**src/rtl/icap_pkg.sv**
```systemverilog
package icap_pkg;
  typedef enum logic [1:0] {
    EDGE_OFF  = 2'b00,
    EDGE_RISE = 2'b01,
    EDGE_FALL = 2'b10,
    EDGE_ANY  = 2'b11
  } edge_mode_e;

  // Does a filtered transition count as an edge for this mode?
  function automatic logic edge_hit(edge_mode_e m, logic rise, logic fall);
    case (m)
      EDGE_RISE: return rise;
      EDGE_FALL: return fall;
      EDGE_ANY:  return rise | fall;
      default:   return 1'b0;
    endcase
  endfunction

  // Queue mode: an accepted edge flags unless it lands in an empty pair.
  function automatic logic queue_flags(logic cap_full, logic hold_full);
    return cap_full | hold_full;
  endfunction

  // Lock condition of the no-overwrite option.
  function automatic logic pair_locked(logic qmode, logic cap_full, logic hold_full);
    return qmode ? (cap_full & hold_full) : cap_full;
  endfunction
endpackage

```
**src/rtl/icap_sync.sv**
```systemverilog
module icap_sync #(
  parameter int STAGES = 2
) (
  input  logic clk,
  input  logic rst_n,
  input  logic d_i,
  output logic q_o
);
  logic [STAGES-1:0] chain_q;

  generate
    for (genvar i = 0; i < STAGES; i++) begin : g_stage
      if (i == 0) begin : g_first
        always_ff @(posedge clk or negedge rst_n)
          if (!rst_n) chain_q[0] <= 1'b0;
          else        chain_q[0] <= d_i;
      end else begin : g_next
        always_ff @(posedge clk or negedge rst_n)
          if (!rst_n) chain_q[i] <= 1'b0;
          else        chain_q[i] <= chain_q[i-1];
      end
    end
  endgenerate

  assign q_o = chain_q[STAGES-1];
endmodule

```
**src/rtl/icap_glitch_filter.sv**
```systemverilog
module icap_glitch_filter #(
  parameter int DLY_W = 8
) (
  input  logic             clk,
  input  logic             rst_n,
  input  logic             s_i,
  input  logic [DLY_W-1:0] delay_i,
  output logic             rise_o,
  output logic             fall_o
);
  logic             lvl_q;
  logic [DLY_W-1:0] cnt_q;
  logic             differ, upd;

  assign differ = (s_i != lvl_q);
  assign upd    = differ && (cnt_q == delay_i);
  assign rise_o = upd & s_i;
  assign fall_o = upd & ~s_i;

  always_ff @(posedge clk or negedge rst_n) begin
    if (!rst_n) begin
      lvl_q <= 1'b0;
      cnt_q <= '0;
    end else if (!differ) begin
      cnt_q <= '0;
    end else if (upd) begin
      lvl_q <= s_i;
      cnt_q <= '0;
    end else begin
      cnt_q <= cnt_q + 1'b1;
    end
  end

  // the filtered level only moves to the value the input already held
  p_level_follows_r8: assert property (@(posedge clk) disable iff (!rst_n)
    (lvl_q != $past(lvl_q)) |-> ($past(s_i) == lvl_q));
  // while the window is still running, the level is held
  p_short_reject_r8: assert property (@(posedge clk) disable iff (!rst_n)
    (differ && (cnt_q < delay_i)) |=> (lvl_q == $past(lvl_q)));
endmodule

```
**src/rtl/icap_queue.sv**
```systemverilog
module icap_queue
  import icap_pkg::*;
#(
  parameter int TMR_W = 16
) (
  input  logic             clk,
  input  logic             rst_n,
  input  logic             ev_i,
  input  logic             arm_i,
  input  logic [TMR_W-1:0] timer_i,
  input  logic             queue_mode_i,
  input  logic             no_ovw_i,
  input  logic             cap_rd_i,
  input  logic             hold_rd_i,
  input  logic             clr_i,
  output logic [TMR_W-1:0] cap_o,
  output logic [TMR_W-1:0] hold_o,
  output logic             flag_o
);
  logic [TMR_W-1:0] cap_q, hold_q;
  logic cap_full_q, hold_full_q, flag_q;
  logic cap_keep, hold_keep, locked, accept, shift, set_flag;

  assign cap_keep  = cap_full_q  & ~cap_rd_i;
  assign hold_keep = hold_full_q & ~hold_rd_i;
  assign locked    = no_ovw_i & pair_locked(queue_mode_i, cap_keep, hold_keep);
  assign accept    = ev_i & ~locked & ~arm_i;
  assign shift     = accept & queue_mode_i & cap_keep;
  assign set_flag  = accept & (queue_mode_i ? queue_flags(cap_keep, hold_keep) : 1'b1);

  always_ff @(posedge clk or negedge rst_n) begin
    if (!rst_n) begin
      cap_q       <= '0;
      hold_q      <= '0;
      cap_full_q  <= 1'b0;
      hold_full_q <= 1'b0;
      flag_q      <= 1'b0;
    end else begin
      if (arm_i) begin
        cap_full_q  <= 1'b0;
        hold_full_q <= 1'b0;
      end else begin
        cap_full_q  <= cap_keep | accept;
        hold_full_q <= hold_keep | shift;
      end
      if (accept) cap_q  <= timer_i;
      if (shift)  hold_q <= cap_q;
      if (set_flag)   flag_q <= 1'b1;
      else if (clr_i) flag_q <= 1'b0;
    end
  end

  assign cap_o  = cap_q;
  assign hold_o = hold_q;
  assign flag_o = flag_q;

  // arming empties both registers
  p_arm_empty_r2: assert property (@(posedge clk) disable iff (!rst_n)
    arm_i |=> (!cap_full_q && !hold_full_q));
  // an edge into an empty pair in queue mode leaves a clear flag clear
  p_first_quiet_r3: assert property (@(posedge clk) disable iff (!rst_n)
    (accept && queue_mode_i && !cap_keep && !hold_keep && !flag_q) |=> !flag_q);
  // a queued shift carries the old capture value and raises the flag
  p_shift_r4: assert property (@(posedge clk) disable iff (!rst_n)
    shift |=> ((hold_q == $past(cap_q)) && flag_q && hold_full_q));
  // a locked pair is not written by an edge
  p_lock_r5: assert property (@(posedge clk) disable iff (!rst_n)
    (ev_i && locked) |=> ($stable(cap_q) && $stable(hold_q)));
  // latch mode never touches the holding register
  p_latch_hold_r9: assert property (@(posedge clk) disable iff (!rst_n)
    !queue_mode_i |=> $stable(hold_q));
endmodule

```
**src/rtl/icap_channel.sv**
```systemverilog
module icap_channel
  import icap_pkg::*;
#(
  parameter int TMR_W     = 16,
  parameter int DLY_W     = 8,
  parameter int SYNC_DEPTH = 2
) (
  input  logic             clk,
  input  logic             rst_n,
  input  logic             pin_i,
  input  logic [TMR_W-1:0] timer_i,
  input  logic             cfg_wr_i,
  input  logic [1:0]       edge_sel_i,
  input  logic             queue_mode_i,
  input  logic             no_ovw_i,
  input  logic [DLY_W-1:0] delay_i,
  input  logic             cap_rd_i,
  input  logic             hold_rd_i,
  input  logic             flag_wr_i,
  input  logic             flag_wbit_i,
  input  logic             irq_en_i,
  output logic [TMR_W-1:0] cap_o,
  output logic [TMR_W-1:0] hold_o,
  output logic             flag_o,
  output logic             irq_o
);
  edge_mode_e mode_q;
  logic pin_s, rise_w, fall_w, ev_w, arm_w, clr_w;

  always_ff @(posedge clk or negedge rst_n)
    if (!rst_n)        mode_q <= EDGE_OFF;
    else if (cfg_wr_i) mode_q <= edge_mode_e'(edge_sel_i);

  assign arm_w = cfg_wr_i && (edge_sel_i != 2'b00);
  assign ev_w  = edge_hit(mode_q, rise_w, fall_w);
  assign clr_w = flag_wr_i & flag_wbit_i;

  icap_sync #(.STAGES(SYNC_DEPTH)) u_sync (
    .clk(clk), .rst_n(rst_n), .d_i(pin_i), .q_o(pin_s));

  icap_glitch_filter #(.DLY_W(DLY_W)) u_filt (
    .clk(clk), .rst_n(rst_n), .s_i(pin_s), .delay_i(delay_i),
    .rise_o(rise_w), .fall_o(fall_w));

  icap_queue #(.TMR_W(TMR_W)) u_q (
    .clk(clk), .rst_n(rst_n), .ev_i(ev_w), .arm_i(arm_w), .timer_i(timer_i),
    .queue_mode_i(queue_mode_i), .no_ovw_i(no_ovw_i),
    .cap_rd_i(cap_rd_i), .hold_rd_i(hold_rd_i), .clr_i(clr_w),
    .cap_o(cap_o), .hold_o(hold_o), .flag_o(flag_o));

  assign irq_o = flag_o & irq_en_i;

  // a disabled channel never changes its capture register
  p_off_quiet_r1: assert property (@(posedge clk) disable iff (!rst_n)
    (mode_q == EDGE_OFF && !cfg_wr_i) |=> $stable(cap_o));
  // a clear without a competing edge drops the flag
  p_clear_r7: assert property (@(posedge clk) disable iff (!rst_n)
    (clr_w && !ev_w) |=> !flag_o);
  // the request never fires while disabled
  p_irq_gate_r10: assert property (@(posedge clk) disable iff (!rst_n)
    !irq_en_i |-> !irq_o);
endmodule

```
**config.mk**
```make
export PLATFORM = sky130hd
export DESIGN_NAME = icap_channel
export DESIGN_NICKNAME = d
export VERILOG_FILES = /design/src/rtl/icap_pkg.sv /design/src/rtl/icap_sync.sv /design/src/rtl/icap_glitch_filter.sv /design/src/rtl/icap_queue.sv /design/src/rtl/icap_channel.sv
export SDC_FILE = /design/constraint.sdc
export NUM_CORES = 1
export LEC_CHECK = 0
export BUFFER_PORTS_ARGS = -buffer_cell sky130_fd_sc_hd__buf_2
export CORE_MARGIN = 2
export CORE_UTILIZATION = 43
export DETAILED_ROUTE_END_ITERATION = 8
export PLACE_DENSITY = 0.76
export SYNTH_ARGS = -nofsm -noshare
export SYNTH_HDL_FRONTEND = slang
export SYNTH_SLANG_ARGS = --single-unit
export TNS_END_PERCENT = 50
```
**constraint.sdc**
```tcl
create_clock -name clk -period 3.1 [get_ports clk]
set_clock_uncertainty 0.1 [all_clocks]
set_input_delay 0.62 -clock clk [delete_from_list [all_inputs] [get_ports clk]]
set_output_delay 0.62 -clock clk [all_outputs]
set_load 0.02 [all_outputs]
```
# Word-level counts from Yosys, hierarchy flattened

Cells that the tools add are included.

Flip-flop bits (word level): 48
Logic and storage cells: 52
Output and inout port bits: 34
Input port bits: 37

Equal/unequal tests: 5
Reduce and logical (&&, ||, !) cells: 5
Add/subtract/negate cells: 1
Bitwise operators: 22
Mux-type cells: 9

Operators by type and width:

| kind                                          | count |
|---|---|
| 2-to-1 mux 8 bit                              | 2 |
| bitwise AND 1 bit                             | 13 |
| adder 8 x 1 -> 8 bit, second input constant   | 1 |
| == test 8 bit                                 | 1 |
| 2-to-1 mux 1 bit                              | 6 |
| NOT 1 bit                                     | 5 |
| == test 2 bit, second input constant          | 2 |
| bitwise OR 1 bit                              | 4 |
| nonzero test 2 bit                            | 2 |
| case mux 1 bit (3 select lines)               | 1 |
| == test 2 x 1 -> 1 bit, second input constant | 1 |
| logical AND 1 bit                             | 2 |
| AND reduction 2 bit                           | 1 |
| inequality test 1 bit                         | 1 |

# Longest topological paths before layout

Gate-level depths: netlist (run 1).

Word-level depth: 12
Gate-level depth with buffers: 7
Gate-level depth less buffers: 5

# Hierarchy

From an unflattened synthesis (run 1), not the netlist that was laid out.

Cell total of the unflattened synthesis: 201
Area, all modules: 2279.7 sq um

By module, submodules not included:

| module             | instances | seq. area each (sq um) | area an instance (sq um) | cells each |
|---|---|---|---|---|
| icap_queue         | 1         | 875.8                  | 1609.0                   | 144 |
| icap_glitch_filter | 1         | 225.2                  | 511.7                    | 47 |
| icap_channel       | 1         | 50.0                   | 108.9                    | 8 |
| icap_sync          | 1         | 50.0                   | 50.0                     | 2 |

# Worst setup path before layout (run 1)

Ideal clock, no wire load.

Path type: in2reg
Start point: input delay_i[1]
End point: register u_q.cap_q[10], in the netlist u_q.cap_o[10]
Cell stages on the path: 7
Buffers on the path: 2
Path slack: 0.726 ns
Arrival: 2.149 ns
Library setup time: 0.125 ns
Required time: 2.875 ns
Cells stage by stage: xor2_1 or3_1 or3_1 nand2b_1 buf_6 buf_12 mux2_4

Longest elaborated chain between the ends: 7
Elaborated cells between the ends (all ways): 8
Classes of those cells: 1 x eq/ne; 1 x mux; 5 x bitwise; 1 x reduce/logical

RTL lines:

| item                                 | line                                               | RTL |
|---|---|---|
| start: declaration                   | icap_channel.sv:16                                 | `input logic [DLY_W-1:0] delay_i,` |
| == test 8 bit *                      | icap_glitch_filter.sv:16                           | `assign upd = differ && (cnt_q == delay_i);` |
| logical AND 1 bit *                  | icap_glitch_filter.sv:16                           |  |
| bitwise AND 1 bit (on tied branches) | icap_glitch_filter.sv:17, icap_glitch_filter.sv:18 |  |
| bitwise OR 1 bit                     | icap_pkg.sv:14                                     | `EDGE_ANY: return rise \| fall;` |
| case mux 1 bit (3 select lines) *    | icap_pkg.sv:11                                     | `case (m)` |
| bitwise AND 1 bit * (2 in a row)     | icap_queue.sv:27                                   | `assign accept = ev_i & ~locked & ~arm_i;` |
| end signal: assignment               | icap_queue.sv:46                                   | `if (accept) cap_q <= timer_i;` |
| end: declaration                     | icap_queue.sv:20                                   | `logic [TMR_W-1:0] cap_q, hold_q;` |

Mark *: on every way between the ends. The rest lies on a longest branch, timed or not.
A chain may end at the register's enable or synchronous reset.

# Final worst setup path (run 1)

Start point: register u_sync.chain_q[1], in the netlist u_sync.q_o
End point: register u_q.cap_q[10], in the netlist u_q.cap_o[10]

Longest elaborated chain between the ends: 7
Elaborated cells between the ends (all ways): 9
Classes of those cells: 1 x eq/ne; 1 x mux; 6 x bitwise; 1 x reduce/logical

RTL lines:

| item                                 | line                                               | RTL |
|---|---|---|
| start: declaration                   | icap_sync.sv:9                                     | `logic [STAGES-1:0] chain_q;` |
| start signal: indexed assignment     | icap_sync.sv:20                                    | `else chain_q[i] <= chain_q[i-1];` |
| inequality test 1 bit                | icap_glitch_filter.sv:15                           | `assign differ = (s_i != lvl_q);` |
| logical AND 1 bit                    | icap_glitch_filter.sv:16                           |  |
| bitwise AND 1 bit (on tied branches) | icap_glitch_filter.sv:17, icap_glitch_filter.sv:18 |  |
| bitwise OR 1 bit                     | icap_pkg.sv:14                                     |  |
| case mux 1 bit (3 select lines) *    | icap_pkg.sv:11                                     |  |
| bitwise AND 1 bit * (2 in a row)     | icap_queue.sv:27                                   |  |

Marks and branches as above.

==> run_results.csv, run 1 <==
group,metric,value,unit
cts,clk_latency,0.29,ns
timing,drv_slew,0,
power,p_leak,1.41,nW
worst_setup_path,rr_worst_depth,6,
grt,grt-ovfl-total,0,
timing,relSlewSlack,66.5,%
timing,timing.fmax,452,MHz
grt,grt_pass1_vias,1278,
detailed_routing,avgViaCountPerCell,4.79,
floorplanning,rows,24,
cts,cts-resized-gates,0,
floorplanning,die_width,72.4,um
cells_and_area,finalNetCount,257,
grt,grt_use_total,14.8,%
grt,antenna_found_initial,0,
synth,netlist.area_leader.share,59.7,%
floorplanning,core,4440,um2
cells_and_area,drive_gt1_share,52.7,%
timing,hold_viol_final,0,
cells_and_area,mostFrequentLayoutCell,"buf_2",
worst_setup_path,worstPathMaxFanout,18,
synth,synth_fp_nets,181,
cts,cts_tree,"built",
timing,setup_viol,0,
synth,ys.warnings.count,0,
floorplanning,die_y,72.4,um
timing,layout_min_cycle_time,2.21,ns
timing,holdWs,0.0435,ns
detailed_routing,dr.first_iter.drc_count,36,
cts,cts_buffers,5,
timing,finalCritPeriodShare,71.4,%
grt,grt_max_degree,42,
cts,htree_levels,2,
detailed_routing,routed-via-count,1303,
cts,clk_pin_slew,0.09,ns
detailed_routing,drc,0,
cts,clock_sinks,48,
placement,port_buffers,70,
cells_and_area,layout_common_cells,"buf_2, dfrtp_1, mux2_2, nor2_1",
synth,yosysUniqueCellTypes,26,
synth,netlist_area,2010,um2
flow_run,maxCapViolCount,0,
synth,yosys.area.top_type,"dfrtp_1",
floorplanning,io_pins,71,
timing,worst_pin_slew,0.503,ns
worst_setup_path,r2r_setup_slack,0.89,ns
cells_and_area,syn2layout_area_growth,24.7,%
cts,cts_hold_buf,0,
worst_setup_path,start_kind,"register",
synth,yosys-top-cells-area,"dfrtp_1, mux2_2, mux2_4, xnor2_1, xor2_1",
worst_setup_path,worstReg2RegEnd,"u_q.cap_o[10]",
min_path,hold_path.class,"in2async",
status,status,"complete, no violations",
worst_setup_path,end_kind,"register",
cells_and_area,final_core_util,56.5,%
timing,worst_slack,0.885,ns
worst_setup_path,required,3.19,ns
grt,grt_pass1_wl,5900,um
placement,place_hpwl,2700,um
detailed_routing,ant_nets,0,
synth,ys_seq_area_share,59.7,%
timing,rsz0062_at_grt,"false",
floorplanning,start_util,45.3,%
cts,post-cts-setup-buffers,0,
cts,clockBufferDepth,2,
placement,place_congestion,0.746,
synth,postSynthCellCount,143,
timing,setup_tns,0,ns
detailed_routing,drt_wl_total,3700,um
detailed_routing,wl_per_cell,13.6,um
worst_setup_path,rr_startpoint,"u_sync.q_o",
placement,place_ws,0.584,ns
synth,avgSynthCellArea,14.1,um2
power,p_per_area,459,nW/um2
worst_setup_path,crit_type,"reg2reg",
cells_and_area,num_antenna_cells,0,
detailed_routing,drt_first_pass_iters,3,
cts,clock-root-buffer,"clkbuf_8",
power,peakVddDrop,0.000343,V
worst_setup_path,crit_arrival,2.30,ns
floorplanning,dieArea,5250,um2
synth,ys_seq_elements,48,
-- cell usage after synthesis --
cell type	instances
xnor2_1	8
or3_1	2
nor2b_1	1
o21ai_0	2
a311oi_1	1
or2b_1	1
xor2_1	7
nand2_1	5
o21a_1	1
and3_1	2
buf_6	1
nand4_1	1
nor2_1	10
a21oi_1	1
nor4_1	1
clkbuf_1	2
buf_12	1
nand3_1	6
dfrtp_1	48
ha_1	1
nand2b_1	2
mux2_4	8
and2_1	1
inv_1	2
mux2i_1	1
mux2_2	27
-- where the power goes --
part / total (mW) / switching, mW / internal, mW
registers: 0.662 / 0.0185 / 0.644
clock network: 0.389 / 0.208 / 0.181
logic: 0.0999 / 0.0507 / 0.0492
total: 1.15 / 0.277 / 0.874
-- stage by stage --
step,cells,area (um2),power [mW]
2_1_floorplan,143,2010,0.724
3_3_place_gp,264,2410,0.775
3_5_place_dp,264,2410,0.777
4_1_cts,272,2510,1.17
5_1_grt,272,2510,1.20
6_report,272,2510,1.15
-- how the worst max path moves through the flow --
stage / from / endpoint / slack [ns]
after global routing: u_sync.q_o / u_q.cap_o[10] / 0.79
after CTS: u_sync.q_o / u_q.cap_o[8] / 0.86
after floorplan: delay_i[1] / u_q.cap_o[10] / 0.73
final: u_sync.q_o / u_q.cap_o[10] / 0.89
after global placement: delay_i[1] / u_q.cap_o[11] / 0.61
after detailed placement: delay_i[1] / u_q.cap_o[10] / 0.58
-- area by class of cell --
cell class                 instances  area (um2)
multi-input combinational         89         766
clock inverter                     2        15.0
sequential                        48        1200
clock buffer                       6        82.6
inverter                           2        7.51
timing repair buffer              73         373
fill                             368        1930
tap                               52        65.1
-- worst max-delay path: stages, from the launching register on --
cell	delay, ns
dfrtp_1	0.43
xnor2_1	0.16
or3_1	0.36
or3_1	0.35
nand2b_1	0.16
buf_4	0.23
mux2_4	0.32
-- logic make-up after synthesis --
| group | synth area share, % |
|---|---|
| AO/OA/AOI/OAI | 1.55 |
| XOR/XNOR | 6.53 |
| adder cells (fa/ha/maj) | 0.621 |
| buffers and inverters | 2.30 |
| flip-flops | 59.7 |
| multiplexers | 21.6 |
| AND/OR/NAND/NOR | 7.77 |
-- metal layers --
metal | share of wire [%] | global-route usage (%) | vias to the layer above | routed length, um
met1 | 46 | 19.2 | 617 | 1710
met3 | 6.4 | 5.14 | 7 | 238
met5 | 0 | 0 | - | 0
met4 | 1.3 | 5.97 | 0 | 49
li1 | - | - | 638 | -
met2 | 46 | 22.9 | 41 | 1700
-- sequential cells by signal, indices dropped and copies added (netlist names), 2 cells and up --
name / flops
u_filt.cnt_q: 8
u_q.hold_o: 16
u_q.cap_o: 16
mode_q: 2
Note: power is estimated with default switching activity, not from simulation.
==> run 2, diff against run 1 <==
==> constraint.sdc (replaced) <==
create_clock -name clk -period 2.2 [get_ports clk]
set_clock_uncertainty 0.1 [all_clocks]
set_input_delay 0.44 -clock clk [delete_from_list [all_inputs] [get_ports clk]]
set_output_delay 0.44 -clock clk [all_outputs]
set_load 0.02 [all_outputs]
==> run 2 against run 1 <==
  * Clock power grew 40%
  * Critical path type unchanged
  * Sequential share of layout area shrank 1.8 points
  * Die area is the same
==> run_results.csv, run 2 (synthesis gave the netlist of run 1 again) <==
group,metric,value,unit
worst_setup_path,crit_type,"reg2reg",
worst_setup_path,rr_worst_depth,6,
floorplanning,start_util,45.3,%
cells_and_area,mostFrequentLayoutCell,"buf_2",
cts,clk_latency,0.29,ns
grt,grt_max_degree,31,
status,status,"complete, no violations",
worst_setup_path,end_kind,"register",
detailed_routing,dr.first_iter.drc_count,43,
min_path,hold_end,"u_sync.chain_q[0]",
cts,clockBufferDepth,2,
timing,setup_viol,0,
detailed_routing,drt_wl_total,3940,um
cells_and_area,final_area,2610,um2
detailed_routing,ant_nets,0,
worst_setup_path,worstReg2RegEnd,"u_q.cap_o[13]",
cts,htree_levels,2,
timing,finalCritPeriodShare,96.9,%
cells_and_area,syn2layout_area_growth,29.6,%
cells_and_area,layout_common_cells,"buf_2, dfrtp_1, mux2_2, nor2_1",
detailed_routing,wl_per_cell,14.1,um
power,switching_share,24.3,%
grt,use_met1,18.6,%
timing,timing.fmax,469,MHz
worst_setup_path,r2r_setup_slack,0.07,ns
timing,setup_tns,0,ns
min_path,min_from,"pin_i",
cts,clk_pin_slew,0.09,ns
power,p_seq_share,56.5,%
grt,use_met2,28.1,%
power,power_frac_clock,33.2,%
power,p_leak,1.48,nW
floorplanning,rows,24,
placement,place_hpwl,2880,um
grt,grt-ovfl-total,0,
flow_run,maxCapViolCount,0,
detailed_routing,avgViaCountPerCell,4.96,
power,power.internal,1.25,mW
timing,relSlewSlack,59.8,%
power,peakVddDrop,0.000494,V
grt,grt_pass1_wl,6500,um
floorplanning,die_width,72.4,um
cts,cts_tree,"built",
power,p_per_area,630,nW/um2
power,p_comb_share,10.3,%
timing,hold_viol_final,0,
worst_setup_path,rr_startpoint,"u_sync.q_o",
min_path,hold_path.class,"in2reg",
power,switchingPower,400,uW
worst_setup_path,crit_arrival,2.22,ns
timing,drv_slew,0,
placement,dp.cells,269,
grt,grt_pass1_vias,1483,
placement,place_ws,-0.0849,ns
cells_and_area,finalNetCount,264,
timing,layout_min_cycle_time,2.13,ns
worst_setup_path,worstPathMaxFanout,9,
grt,use_met3,4.86,%
floorplanning,core,4440,um2
timing,worst_pin_slew,0.599,ns
grt,antenna_found_initial,0,
cts,clock_sinks,48,
cells_and_area,num_antenna_cells,0,
min_path,worstHoldPathCells,1,
floorplanning,die_y,72.4,um
floorplanning,dieArea,5250,um2
worst_setup_path,start_kind,"register",
detailed_routing,drt_first_pass_iters,3,
cells_and_area,drive_gt1_share,54.2,%
cells_and_area,finalNonFillerCells,279,
grt,grt_busiest_layer,"met2",
detailed_routing,drc,0,
placement,placed_cell_area,2470,um2
grt,grt_use_total,16.0,%
cts,clock-root-buffer,"clkbuf_8",
cts,cts_buffers,5,
placement,place_congestion,0.774,
detailed_routing,routed-via-count,1384,
worst_setup_path,required,2.29,ns
timing,worst_slack,0.0689,ns
floorplanning,io_pins,71,
placement,port_buffers,70,
cells_and_area,final_core_util,58.7,%
## run 2: changes by cell type in the layout (fill, tap and decap cells not counted)
cell           before  now
dlygate4sd3_1       0    1
buf_4               3    6
nand2b_1            2    1
clkinvlp_4          2    0
clkinv_2            0    2
buf_12              0    2
clkbuf_16           0    1
nand2b_4            0    1
## run 2: how the worst max path moves through the flow
stage          startpoint              to  slack [ns]  cells after the start
2_1_floorplan  delay_i[1]   u_q.cap_o[10]       0.006                      7
3_3_place_gp   delay_i[1]   u_q.cap_o[12]       -0.07                      7
3_5_place_dp   delay_i[1]   u_q.cap_o[13]       -0.08                      7
4_1_cts        u_sync.q_o    u_q.cap_o[9]        0.04                      6
5_1_grt        u_sync.q_o  u_q.hold_o[11]      -0.003                      6
6_report       u_sync.q_o   u_q.cap_o[13]        0.07                      6
## run 2: worst max-delay path: stages (launching register included)
cell	delay [ns]
dfrtp_1	0.40
xnor2_1	0.16
or3_1	0.36
or3_1	0.35
nand2b_4	0.18
buf_12	0.18
mux2_4	0.29
## run 2: what timing repair did
| item | 4_1_cts | 5_1_grt |
|---|---|---|
| gates resized for setup | 0 | 2 |
| endpoints found under the hold margin | 15 | 0 |
| hold buffers | 1 | 0 |
| endpoints found under the setup margin | 0 | 16 |
| setup buffers | 0 | 0 |
## run 2: layout make-up
class,count,area (um2)
fill,368,1830
multi-input combinational,89,773
clock inverter,2,10.0
inverter,2,7.51
clock buffer,6,82.6
sequential,48,1200
tap,52,65.1
timing repair buffer,80,470
## run 2: power by group through the flow
stage | Clock (mW) | Combinational [mW] | Sequential (mW)
2_1_floorplan | 0 | 0.0640 | 0.956
3_3_place_gp | 0 | 0.167 | 0.947
3_5_place_dp | 0 | 0.170 | 0.948
4_1_cts | 0.555 | 0.173 | 0.930
5_1_grt | 0.598 | 0.190 | 0.934
6_report | 0.546 | 0.170 | 0.929
## run 2: per-stage QoR
step / hold WS (ns) / power, mW
6_report: 0.144 / 1.65
3_3_place_gp: 0.241 / 1.11
4_1_cts: 0.137 / 1.66
5_1_grt: 0.133 / 1.72
2_1_floorplan: 0.0444 / 1.02
3_5_place_dp: 0.239 / 1.12
## run 2: metal layers
layer,up-vias,part of all wire [%]
li1,656,-
met1,674,42
met2,45,50
met3,9,6.1
met4,0,1.6
met5,-,0
==> run 3, diff against run 2 <==
==> constraint.sdc (replaced) <==
create_clock -name clk -period 2.2 [get_ports clk]
set_clock_uncertainty 0.1 [all_clocks]
set_input_delay 0.11 -clock clk [delete_from_list [all_inputs] [get_ports clk]]
set_output_delay 0.11 -clock clk [all_outputs]
set_load 0.02 [all_outputs]
==> run 3 against run 2 <==
  * Sequential share of layout area shrank 3.8 points
  * Register-to-register slack is essentially flat
  * Power grew 13%
  * Via count grew 3.8%
  * Setup slack gained 0.0043 ns
  * Clock-buffer cell count shrank 1
  * Core utilization grew 5.2 points
  * Wire length grew 11%
  * Global-route usage grew 1.7 points
  * Flip-flop and latch count is the same
  * Critical endpoint is now u_q.cap_o[15]
==> run_results.csv, run 3 (synthesis gave the netlist of run 1 again) <==
group,metric,value,unit
status,status,"complete, no violations",
placement,place_ws,0.0414,ns
cts,clock-root-buffer,"clkbuf_8",
worst_setup_path,crit_type,"reg2reg",
placement,port_buffers,70,
cells_and_area,finalNetCount,285,
timing,hold_viol_final,0,
cts,post-cts-setup-buffers,0,
cells_and_area,mostFrequentLayoutCell,"buf_2",
floorplanning,start_util,45.3,%
timing,worst_pin_slew,0.530,ns
cts,htree_levels,2,
flow_run,maxCapViolCount,0,
timing,setup_tns,0,ns
worst_setup_path,path_cells,"xnor2_1 -> or3_1 -> or3_4 -> nand2b_4 -> buf_12 -> mux2_4",
timing,timing.fmax,470,MHz
min_path,hold_path.class,"in2reg",
placement,place_hpwl,2870,um
worst_setup_path,crit_arrival,2.21,ns
worst_setup_path,crit_path_max_incr_delay,0.40,ns
worst_setup_path,start_kind,"register",
detailed_routing,drt_first_pass_iters,4,
detailed_routing,wl_per_cell,14.6,um
grt,grt-ovfl-total,0,
grt,antenna_found_initial,0,
cts,clock_sinks,48,
worst_setup_path,cp_top_family,"simple AND/OR/NAND/NOR gates",
worst_setup_path,cp.buffers_inverters,1,
timing,worst_slack,0.0732,ns
worst_setup_path,required,2.28,ns
power,peakVddDrop,0.000394,V
cts,cts_tree,"built",
detailed_routing,avgViaCountPerCell,4.81,
cts,clk_latency,0.30,ns
floorplanning,io_pins,71,
floorplanning,core,4440,um2
floorplanning,die_y,72.4,um
timing,layout_min_cycle_time,2.13,ns
grt,grt_max_degree,24,
worst_setup_path,cp_slowest_cell,"dfrtp_1",
timing,relSlewSlack,64.6,%
worst_setup_path,r2r_setup_slack,0.07,ns
timing,rsz0062_at_grt,"false",
cts,clockBufferDepth,2,
cells_and_area,layout_common_cells,"buf_2, dfrtp_1, mux2_2, dlygate4sd3_1, nor2_1",
detailed_routing,drt_wl_total,4370,um
timing,drv_slew,0,
placement,place_congestion,0.741,
floorplanning,rows,24,
detailed_routing,routed-via-count,1437,
grt,grt_pass1_vias,1480,
power,p_per_area,654,nW/um2
grt,grt_pass1_wl,7060,um
power,p_leak,1.56,nW
cts,cts_buffers,5,
detailed_routing,dr.first_iter.drc_count,29,
detailed_routing,drc,0,
worst_setup_path,end_kind,"register",
cells_and_area,syn2layout_area_growth,41.2,%
worst_setup_path,worstPathMaxFanout,18,
cts,clk_pin_slew,0.09,ns
grt,grt_use_total,17.7,%
timing,finalCritPeriodShare,96.7,%
floorplanning,dieArea,5250,um2
cells_and_area,n_fill_cell,331,
detailed_routing,ant_nets,0,
cells_and_area,drive_gt1_share,49.4,%
cells_and_area,num_antenna_cells,0,
floorplanning,die_width,72.4,um
timing,setup_viol,0,
-- run 3: layout make-up --
cell class                      count  area (um2)  share of cell area (%)
Clock buffer                        5        68.8                    2.42
Clock inverter                      2        60.1                    2.11
Inverter                            2        7.51                   0.264
Multi-Input combinational cell     89         785                    27.6
Sequential cell                    48        1200                    42.3
Tap cell                           52        65.1                    2.29
Timing Repair Buffer              101         656                    23.1
-- run 3: metal layers --
layer / wire, um / global-route usage (%)
met3: 226 / 5.14
met5: 0 / 0
met2: 2190 / 29.7
met4: 8 / 4.32
met1: 1940 / 22.8
-- run 3: worst reg2reg max path: cells and delay by family (launching register included) --
family                 cells  cell delay, ns
XOR/XNOR                   1            0.16
buffers and inverters      1            0.17
flip-flops                 1            0.40
multiplexers               1            0.30
AND/OR/NAND/NOR            3            0.88
-- run 3: metrics by stage --
stage	area, um2	std cells	total power, mW	hold WS, ns	utilization (%)
floorplan	2010	143	1.02	-0.286	-
global placement	2450	268	1.10	0.0150	55.2
detailed placement	2450	268	1.11	0.0205	55.2
CTS	2820	299	1.87	0.00594	63.5
global route	2840	299	1.93	0.0276	64.0
finish	2840	299	1.86	0.0167	64.0
-- run 3: final timing paths --
check                                  start             end  depth (start not counted)
max                               u_sync.q_o   u_q.cap_o[15]                          6
min                                 cfg_wr_i       mode_q[0]                          2
max reg2reg                       u_sync.q_o   u_q.cap_o[15]                          6
min reg2reg                u_sync.chain_q[0]      u_sync.q_o                          0
max in group asynchronous              rst_n   u_q.hold_o[2]                          3
min in group asynchronous              rst_n  u_q.hold_o[13]                          2
-- run 3: power breakdown --
| part | switching, mW | internal, mW |
|---|---|---|
| Combinational | 0.0905 | 0.107 |
| Sequential | 0.0235 | 0.907 |
| Clock | 0.282 | 0.447 |
| Total | 0.396 | 1.46 |
-- run 3: what timing repair did --
item	4_1_cts	5_1_grt
hold buffers	24	0
endpoints found under the setup margin	0	16
gates resized for setup	0	3
hold endpoints to repair	42	0
